`src/rtl/sdram_boot_pkg.sv`:
```
package sdram_boot_pkg;

  typedef enum logic [2:0] {
    ST_WAIT,
    ST_PALL,
    ST_PGAP,
    ST_AREF,
    ST_RGAP,
    ST_LMR,
    ST_MGAP,
    ST_DONE
  } boot_st_e;

  typedef struct packed {
    logic cs_n;
    logic ras_n;
    logic cas_n;
    logic we_n;
  } cmd_pins_t;

  localparam cmd_pins_t CMD_DESEL = '{cs_n: 1'b1, ras_n: 1'b1, cas_n: 1'b1, we_n: 1'b1};
  localparam cmd_pins_t CMD_NOP   = '{cs_n: 1'b0, ras_n: 1'b1, cas_n: 1'b1, we_n: 1'b1};
  localparam cmd_pins_t CMD_PALL  = '{cs_n: 1'b0, ras_n: 1'b0, cas_n: 1'b1, we_n: 1'b0};
  localparam cmd_pins_t CMD_AREF  = '{cs_n: 1'b0, ras_n: 1'b0, cas_n: 1'b0, we_n: 1'b1};
  localparam cmd_pins_t CMD_LMR   = '{cs_n: 1'b0, ras_n: 1'b0, cas_n: 1'b0, we_n: 1'b0};

  function automatic logic cmd_is_quiet(input cmd_pins_t c);
    return c.cs_n | (c.ras_n & c.cas_n & c.we_n);
  endfunction

endpackage

```
`src/rtl/boot_gap_timer.sv`:
```
module boot_gap_timer #(
  parameter int unsigned    CW      = 14,
  parameter logic [CW-1:0]  RST_VAL = '0
) (
  input  logic          clk,
  input  logic          rst_n,
  input  logic          load,
  input  logic [CW-1:0] load_val,
  output logic          zero
);

  logic [CW-1:0] cnt_q;
  logic [CW-1:0] cnt_d;

  always_comb begin
    cnt_d = cnt_q;
    if (load) begin
      cnt_d = load_val;
    end else if (cnt_q != '0) begin
      cnt_d = cnt_q - 1'b1;
    end
  end

  always_ff @(posedge clk or negedge rst_n) begin
    if (!rst_n) begin
      cnt_q <= RST_VAL;
    end else begin
      cnt_q <= cnt_d;
    end
  end

  assign zero = (cnt_q == '0);

  // an expired gap stays expired until the sequencer reloads it
  timer_hold_chk: assert property (@(posedge clk) disable iff (!rst_n)
    (zero && !load) |=> zero);

endmodule

```
`src/rtl/boot_step_fsm.sv`:
```
module boot_step_fsm
  import sdram_boot_pkg::*;
#(
  parameter int unsigned WAIT_CYC  = 12500,
  parameter int unsigned TRP_NOP   = 3,
  parameter int unsigned TRC_NOP   = 8,
  parameter int unsigned MRD_NOP   = 2,
  parameter int unsigned REF_NUM   = 2,
  parameter bit          MRS_FIRST = 1'b0,
  parameter int unsigned CW        = 14
) (
  input  logic          clk,
  input  logic          rst_n,
  input  logic          tmr_zero,
  output logic          tmr_load,
  output logic [CW-1:0] tmr_val,
  output boot_st_e      st
);

  localparam int unsigned RW = $clog2(REF_NUM + 1);
  localparam boot_st_e AFTER_PGAP = MRS_FIRST ? ST_LMR  : ST_AREF;
  localparam boot_st_e AFTER_REFS = MRS_FIRST ? ST_DONE : ST_LMR;
  localparam boot_st_e AFTER_MGAP = MRS_FIRST ? ST_AREF : ST_DONE;

  boot_st_e      st_q, st_d;
  logic [RW-1:0] rc_q, rc_d;

  always_comb begin
    st_d = st_q;
    rc_d = rc_q;
    unique case (st_q)
      ST_WAIT: if (tmr_zero) st_d = ST_PALL;
      ST_PALL: st_d = ST_PGAP;
      ST_PGAP: if (tmr_zero) st_d = AFTER_PGAP;
      ST_AREF: begin
        st_d = ST_RGAP;
        rc_d = rc_q + 1'b1;
      end
      ST_RGAP: if (tmr_zero) begin
        st_d = (rc_q == RW'(REF_NUM)) ? AFTER_REFS : ST_AREF;
      end
      ST_LMR:  st_d = ST_MGAP;
      ST_MGAP: if (tmr_zero) st_d = AFTER_MGAP;
      default: st_d = ST_DONE;
    endcase
  end

  always_comb begin
    tmr_load = (st_d != st_q);
    unique case (st_d)
      ST_PGAP: tmr_val = CW'(TRP_NOP - 1);
      ST_RGAP: tmr_val = CW'(TRC_NOP - 1);
      ST_MGAP: tmr_val = CW'(MRD_NOP - 1);
      default: tmr_val = '0;
    endcase
  end

  always_ff @(posedge clk or negedge rst_n) begin
    if (!rst_n) begin
      st_q <= ST_WAIT;
      rc_q <= '0;
    end else begin
      st_q <= st_d;
      rc_q <= rc_d;
    end
  end

  assign st = st_q;


  pall_first_chk: assert property (@(posedge clk) disable iff (!rst_n)
    (st_q == ST_PALL) |-> ($past(st_q) == ST_WAIT));


  lmr_idle_chk: assert property (@(posedge clk) disable iff (!rst_n)
    (st_q == ST_LMR) |-> ($past(st_q) == ST_PGAP || $past(st_q) == ST_RGAP));


  ref_total_chk: assert property (@(posedge clk) disable iff (!rst_n)
    (st_q == ST_DONE) |-> (rc_q == RW'(REF_NUM)));

endmodule

```
`src/rtl/boot_cmd_drive.sv`:
```
module boot_cmd_drive
  import sdram_boot_pkg::*;
#(
  parameter int unsigned ADDR_W   = 12,
  parameter int unsigned BA_W     = 1,
  parameter int unsigned DQM_W    = 2,
  parameter int unsigned PALL_BIT = 10
) (
  input  logic              clk,
  input  logic              rst_n,
  input  boot_st_e          st,
  input  logic [ADDR_W-1:0] cfg_mode,
  output logic              mem_cke,
  output cmd_pins_t         cmd,
  output logic [DQM_W-1:0]  mem_dqm,
  output logic [BA_W-1:0]   mem_ba,
  output logic [ADDR_W-1:0] mem_addr
);

  always_comb begin
    cmd      = CMD_DESEL;
    mem_addr = '0;
    mem_ba   = '0;
    unique case (st)
      ST_PALL: begin
        cmd                = CMD_PALL;
        mem_addr[PALL_BIT] = 1'b1;
      end
      ST_PGAP, ST_RGAP, ST_MGAP: cmd = CMD_NOP;
      ST_AREF: cmd = CMD_AREF;
      ST_LMR: begin
        cmd      = CMD_LMR;
        mem_addr = cfg_mode;
      end
      default: cmd = CMD_DESEL;
    endcase
  end

  assign mem_cke = 1'b1;
  assign mem_dqm = '1;

  logic cmd_lmr;
  assign cmd_lmr = (cmd == CMD_LMR);


  lmr_gap1_chk: assert property (@(posedge clk) disable iff (!rst_n)
    $past(cmd_lmr) |-> cmd_is_quiet(cmd));


  lmr_gap2_chk: assert property (@(posedge clk) disable iff (!rst_n)
    $past(cmd_lmr, 2) |-> cmd_is_quiet(cmd));

endmodule

```
`src/rtl/sdram_boot_seq.sv`:
```
module sdram_boot_seq
  import sdram_boot_pkg::*;
#(
  parameter int unsigned CLK_MHZ   = 125,
  parameter int unsigned POWER_US  = 100,
  parameter int unsigned TRP_NOP   = 3,
  parameter int unsigned TRC_NOP   = 8,
  parameter int unsigned MRD_NOP   = 2,
  parameter int unsigned REF_NUM   = 2,
  parameter bit          MRS_FIRST = 1'b0,
  parameter int unsigned ADDR_W    = 12,
  parameter int unsigned BA_W      = 1,
  parameter int unsigned DQM_W     = 2,
  parameter int unsigned PALL_BIT  = 10
) (
  input  logic              clk,
  input  logic              rst_n,
  input  logic [ADDR_W-1:0] cfg_mode,
  output logic              mem_cke,
  output logic              cmd_cs_n,
  output logic              cmd_ras_n,
  output logic              cmd_cas_n,
  output logic              cmd_we_n,
  output logic [DQM_W-1:0]  mem_dqm,
  output logic [BA_W-1:0]   mem_ba,
  output logic [ADDR_W-1:0] mem_addr,
  output logic              init_done
);

  localparam int unsigned WAIT_CYC = CLK_MHZ * POWER_US;
  localparam int unsigned CW = $clog2(WAIT_CYC + TRP_NOP + TRC_NOP + MRD_NOP + 1);

  logic          tmr_zero;
  logic          tmr_load;
  logic [CW-1:0] tmr_val;
  boot_st_e      st;
  cmd_pins_t     cmd;

  boot_gap_timer #(
    .CW      (CW),
    .RST_VAL (CW'(WAIT_CYC - 1))
  ) u_timer (
    .clk      (clk),
    .rst_n    (rst_n),
    .load     (tmr_load),
    .load_val (tmr_val),
    .zero     (tmr_zero)
  );

  boot_step_fsm #(
    .WAIT_CYC  (WAIT_CYC),
    .TRP_NOP   (TRP_NOP),
    .TRC_NOP   (TRC_NOP),
    .MRD_NOP   (MRD_NOP),
    .REF_NUM   (REF_NUM),
    .MRS_FIRST (MRS_FIRST),
    .CW        (CW)
  ) u_fsm (
    .clk      (clk),
    .rst_n    (rst_n),
    .tmr_zero (tmr_zero),
    .tmr_load (tmr_load),
    .tmr_val  (tmr_val),
    .st       (st)
  );

  boot_cmd_drive #(
    .ADDR_W   (ADDR_W),
    .BA_W     (BA_W),
    .DQM_W    (DQM_W),
    .PALL_BIT (PALL_BIT)
  ) u_drive (
    .clk      (clk),
    .rst_n    (rst_n),
    .st       (st),
    .cfg_mode (cfg_mode),
    .mem_cke  (mem_cke),
    .cmd      (cmd),
    .mem_dqm  (mem_dqm),
    .mem_ba   (mem_ba),
    .mem_addr (mem_addr)
  );

  assign cmd_cs_n  = cmd.cs_n;
  assign cmd_ras_n = cmd.ras_n;
  assign cmd_cas_n = cmd.cas_n;
  assign cmd_we_n  = cmd.we_n;
  assign init_done = (st == ST_DONE);


  done_hold_chk: assert property (@(posedge clk) disable iff (!rst_n)
    init_done |=> init_done);


  done_quiet_chk: assert property (@(posedge clk) disable iff (!rst_n)
    init_done |-> cmd_cs_n);

endmodule

```
`config.mk`:
```
export PLATFORM = sky130hd
export DESIGN_NAME = sdram_boot_seq
export DESIGN_NICKNAME = d
export VERILOG_FILES = /design/src/rtl/sdram_boot_pkg.sv /design/src/rtl/boot_gap_timer.sv /design/src/rtl/boot_step_fsm.sv /design/src/rtl/boot_cmd_drive.sv /design/src/rtl/sdram_boot_seq.sv
export SDC_FILE = /design/constraint.sdc
export NUM_CORES = 1
export LEC_CHECK = 0
export BUFFER_PORTS_ARGS = -buffer_cell sky130_fd_sc_hd__buf_2
export CAP_MARGIN = 40
export CORE_MARGIN = 2
export CORE_UTILIZATION = 53
export DETAILED_ROUTE_END_ITERATION = 16
export PLACE_DENSITY = 0.76
export SLEW_MARGIN = 5
export SYNTH_ARGS = -nofsm -noshare
export SYNTH_HDL_FRONTEND = slang
export SYNTH_HIERARCHICAL = 1
export SYNTH_SLANG_ARGS = --single-unit
```
`constraint.sdc`:
```
create_clock -name clk -period 2.4 [get_ports clk]
set_input_delay 0.36 -clock clk [delete_from_list [all_inputs] [get_ports clk]]
set_output_delay 0.36 -clock clk [all_outputs]
set_load 0.05 [all_outputs]
```
* Yosys cells after proc, flatten, opt, wreduce, memory -nomap -nowiden
Index checks and enable logic that the tools add are counted.
** Operators by class
- Add/subtract/negate cells :: 2
- $mul :: 0
- Div/mod/pow operators :: 0
- Order comparisons :: 0
- Eq/ne operators :: 12
- Shifts and indexed selects :: 0
- Muxes and demuxes :: 13
- Bitwise logic cells :: 0
- Reductions and logical operators :: 5
** Operator list (number)
- 2-to-1 mux 14 bit :: 2
- one-hot mux 3 bit (7 select lines) :: 1
- == test 3 bit, second input constant :: 6
- one-hot mux 4 bit (4 select lines) :: 1
- 2-to-1 mux 3 bit :: 5
- logical NOT 14 bit :: 1
- nonzero test 14 bit :: 1
- subtractor 14 x 1 -> 14 bit, second input constant :: 1
- 2-to-1 mux 10 bit :: 1
- == test 3 x 2 -> 1 bit, second input constant :: 3
- one-hot mux 3 bit (3 select lines) :: 1
- == test 3 x 1 -> 1 bit, second input constant :: 1
- logical NOT 3 bit :: 1
- inequality test 3 bit :: 1
- OR reduction 3 bit :: 1
- adder 2 x 1 -> 2 bit, second input constant :: 1
- == test 2 bit, second input constant :: 1
- one-hot mux 1 bit (2 select lines) :: 1
- nonzero test 2 bit :: 1
- 2-to-1 mux 1 bit :: 1
** Storage, ports and cells
- Bits in registers :: 19
- Latch bits :: 0
- Memory bits (writable) :: 0
- Bits in read-only memories :: 0
- Input port bits :: 14
- Output and inout port bits :: 21
- Memories kept :: 0

* Longest topological paths before layout
- Depth after elaboration :: 7
- Mapped depth :: 10

* Cells and area by module
The synthesis kept the hierarchy.
** Modules (own cells, without submodules)
- boot_gap_timer :: instances 1, cells an instance 77, area each 834.6 um^2
- boot_step_fsm :: instances 1, cells an instance 42, area each 365.4 um^2
- boot_cmd_drive :: instances 1, cells an instance 29, area each 202.7 um^2
- sdram_boot_seq :: instances 1, cells an instance 1, area each 6.3 um^2

* Least setup slack after synthesis
No wires, ideal clock.
- Path kind :: register to output
- Start :: register u_fsm.st_q[1], in the netlist u_fsm/st[1]
- End :: output mem_addr[10]
- Data arrival time :: 1.839 ns
- Required time :: 2.040 ns
- Path slack :: 0.201 ns
- Stages on the path, launching flop included :: 3
- Buffers on the path :: 0
- Path through :: dfrtp_1 -> nand2b_1 -> a21oi_1
** On the way
- Longest elaborated chain between the ends :: 2
- Elaborated cells between the ends (all ways) :: 3
- Those cells by class :: eq/ne: 2; mux: 1
** Ends and longest elaborated chain
- start, declared :: line boot_step_fsm.sv:25 : boot_st_e st_q, st_d;
- start signal, assigned :: line boot_step_fsm.sv:63 : st_q <= st_d;
- == test 3 bit or == test 3 x 1 -> 1 bit (tied branches) :: line boot_cmd_drive.sv:24 : unique case (st)
- one-hot mux 1 bit (2 select lines) * :: line boot_cmd_drive.sv:24
- end, declared :: line sdram_boot_seq.sv:26 : output logic [ADDR_W-1:0] mem_addr,
Every way passes the cells marked *; elsewhere a longest branch is shown, timed or not.

* Worst setup path after layout
- Start :: register u_fsm.st_q[2], in the netlist u_fsm/st[2]
- End :: output mem_addr[8]
** On the way
- Longest elaborated chain between the ends :: 2
** Ends and longest elaborated chain (line)
- == test 3 bit :: boot_cmd_drive.sv:24
- 2-to-1 mux 10 bit :: boot_cmd_drive.sv:24
Every way passes these cells.

==> reports/metrics.yaml <==
hold_viol: 0
drtIter0Drc: 47
die_x_um: 55.6
numCtsBuffers: 3
synth_most_common_cell: "buf_4"
status: "finished, final reports clean"
hold_class: "reg2reg"
maxCapViolations: 0
seqPwrFrac_pct: 62.2
drc_errors: 0
setup_viol: 0
clk_latency_ns: 0.30
crit_type: "reg2out"
clock_path_buffers: 2
pwr_density_cell_mw_per_mm2: 330
syn2layout_area_growth_pct: 10.7
max_freq_ghz: 0.452
clock-sinks: 19
p_int_mw: 0.391
synth_cell_types: 46
top_level_ports: 35
ir_worst_vdd_uv: 373
pwr-share-comb_pct: 6.6
fin_tns_setup_ns: 0
cp_data_arrival_time_ns: 1.85
worst-path-max-fanout: 15
worst_pin_slew_ns: 0.617
detail_route.wl_per_cell_um: 12.4
end_kind: "output port"
fin_area_mm2: 0.00156
async_reset_ff_share_pct: 100
dpl_cell_area_mm2: 0.00152
syn-cell-area_mm2: 0.00141
drive_above_1_share_pct: 36.3
drt-total-wl_um: 2590
grt_max_degree: 20
synth_top_area_share_pct: 21.3
gp_congestion: 0.708
ys_top_cells_by_area: "dfrtp_1, dfstp_2, buf_4"
row_count: 18
antenna_cells: 0
dieArea_mm2: 0.00309
finalCritPeriodShare_pct: 92.1
avgViaCountPerCell: 5.16
synth_edf_count: 0
fin_ws_ns: 0.190
grt_pass1_vias: 1032
power_leakage_nw: 0.763
seq_area_frac_synth_pct: 34.4
fin_nets: 196
synthTopCellsByCount: "buf_4, nand2_1, dfrtp_1, xnor2_1, and2_4"
overflow: 0
yosysTopAreaCell: "dfrtp_1"
track_usage_pct: 18.0
grt_antenna_before_repair: 0
cpPeakStageDelay_ns: 0.63
cts.clk_slew.worst_paths_ns: 0.11
max-slew-margin-rel_pct: 58.6
drt_pass1_iterations: 4
clock_skew_ns: 0.0108
p_sw_mw: 0.124
final_util_pct: 62.4
crit_required_ns: 2.04
startpoint_type: "register"
postRouteAntennaNets: 0
portBuffers: 30
initial_core_util_pct: 56.4
dp_hpwl_um: 1930
path_cells: "and3b_1 > and2_4 > buf_2"
rrSetupSlack_ns: 0.20
crit_slowest_cell: "dfrtp_1"
sw_frac_of_total_pct: 24.0
cts_tree: "yes"
synthCells: 149
ys_seq_elements: 19
root_buffer: "clkbuf_4"
cts_htree_levels: 1
via_count: 1078
grt_pass1_wl_um: 4570
core_area_mm2: 0.00250
period_minus_slack_ns: 2.21
instances_no_fill: 209
ys_dominant_reg_cell: "dfrtp_1"
clkPwrFrac_pct: 31.2
place_ws_ns: 0.248
dp.cells: 204
synth.avg_cell_area_um2: 9.46
ys_warn_count: 6
rsz0062_at_grt: "no"
slew_viol_final: 0
die_h_um: 55.6
==> final timing paths <==
check                            startpoint          endpoint  depth (start not counted)
hold reg to reg               u_fsm/rc_q[0]     u_fsm/rc_q[0]                          1
min in group asynchronous             rst_n       u_fsm/st[2]                          2
setup reg to reg           u_timer/cnt_q[0]  u_timer/cnt_q[1]                          8
setup / recovery                u_fsm/st[2]       mem_addr[8]                          3
max in group asynchronous             rst_n  u_timer/cnt_q[7]                          2
hold / removal                u_fsm/rc_q[0]     u_fsm/rc_q[0]                          1
==> timing repair <==
action | 4_1_cts | 5_1_grt
buffers inserted | 0 | 0
resized for setup | 0 | 0
hold buffers | 1 | 0
hold endpoints to repair | 12 | 0
==> stage by stage <==
| step | hold slack [ns] | total power [mW] |
|---|---|---|
| final | 0.484 | 0.515 |
| after global routing | 0.503 | 0.542 |
| after CTS | 0.487 | 0.528 |
| after detailed placement | 0.320 | 0.359 |
| after global placement | 0.309 | 0.358 |
| after floorplan | 0.0644 | 0.360 |
==> cells in the final DEF (no fill, tap or decap), types with 7 or more instances in the layout <==
master / instances
dfstp_2: 7
conb_1: 15
dfrtp_1: 12
buf_2: 30
a22o_1: 7
and2_4: 10
nand2_1: 13
a21oi_1: 7
xnor2_1: 12
==> cell families (layout without fill, tap and decap cells) <==
kind of cell             Yosys count  after routing  synth area share [%]
AO/OA/AOI/OAI                     28             28                  14.6
XOR/XNOR                          13             13                  8.08
flip-flops                        19             19                  34.4
AND/OR/NAND/NOR                   58             58                  28.5
other                              3             15                 0.799
buffers and inverters             26             44                  11.9
adder cells (fa/ha/maj)            2              2                  1.78
==> routing by layer <==
metal,wire [µm],global-route usage [%]
met2,1280,31.8
met4,31,3.48
met1,1210,22.3
met3,67,4.45
met5,0,0
==> worst max-delay path: cells and delay by family (launching register included) <==
family                 cells  cell delay (ns)
buffers and inverters      1             0.25
flip-flops                 1             0.63
AND/OR/NAND/NOR            2             0.67
==> registers in the layout, indices dropped and copies added (netlist names) <==
name and cells:
u_fsm/st 3, u_timer/cnt_q 14, u_fsm/rc_q 2
==> power groups by stage <==
| stage | combinational (mW) | sequential, mW | clock [mW] |
|---|---|---|---|
| finish | 0.0337 | 0.321 | 0.161 |
| global route | 0.0376 | 0.321 | 0.183 |
| CTS | 0.0336 | 0.321 | 0.174 |
| detailed placement | 0.0324 | 0.326 | 0 |
| global placement | 0.0313 | 0.326 | 0 |
| floorplan | 0.0339 | 0.326 | 0 |
==> cell type report <==
type | count | area, µm²
clock inverter | 1 | 5.00
fill | 209 | 940
tap | 30 | 37.5
multi-input combinational | 116 | 802
timing repair buffer | 35 | 190
sequential | 19 | 484
clock buffer | 3 | 22.5
inverter | 5 | 18.8
Power figures use the tool's default switching activity.
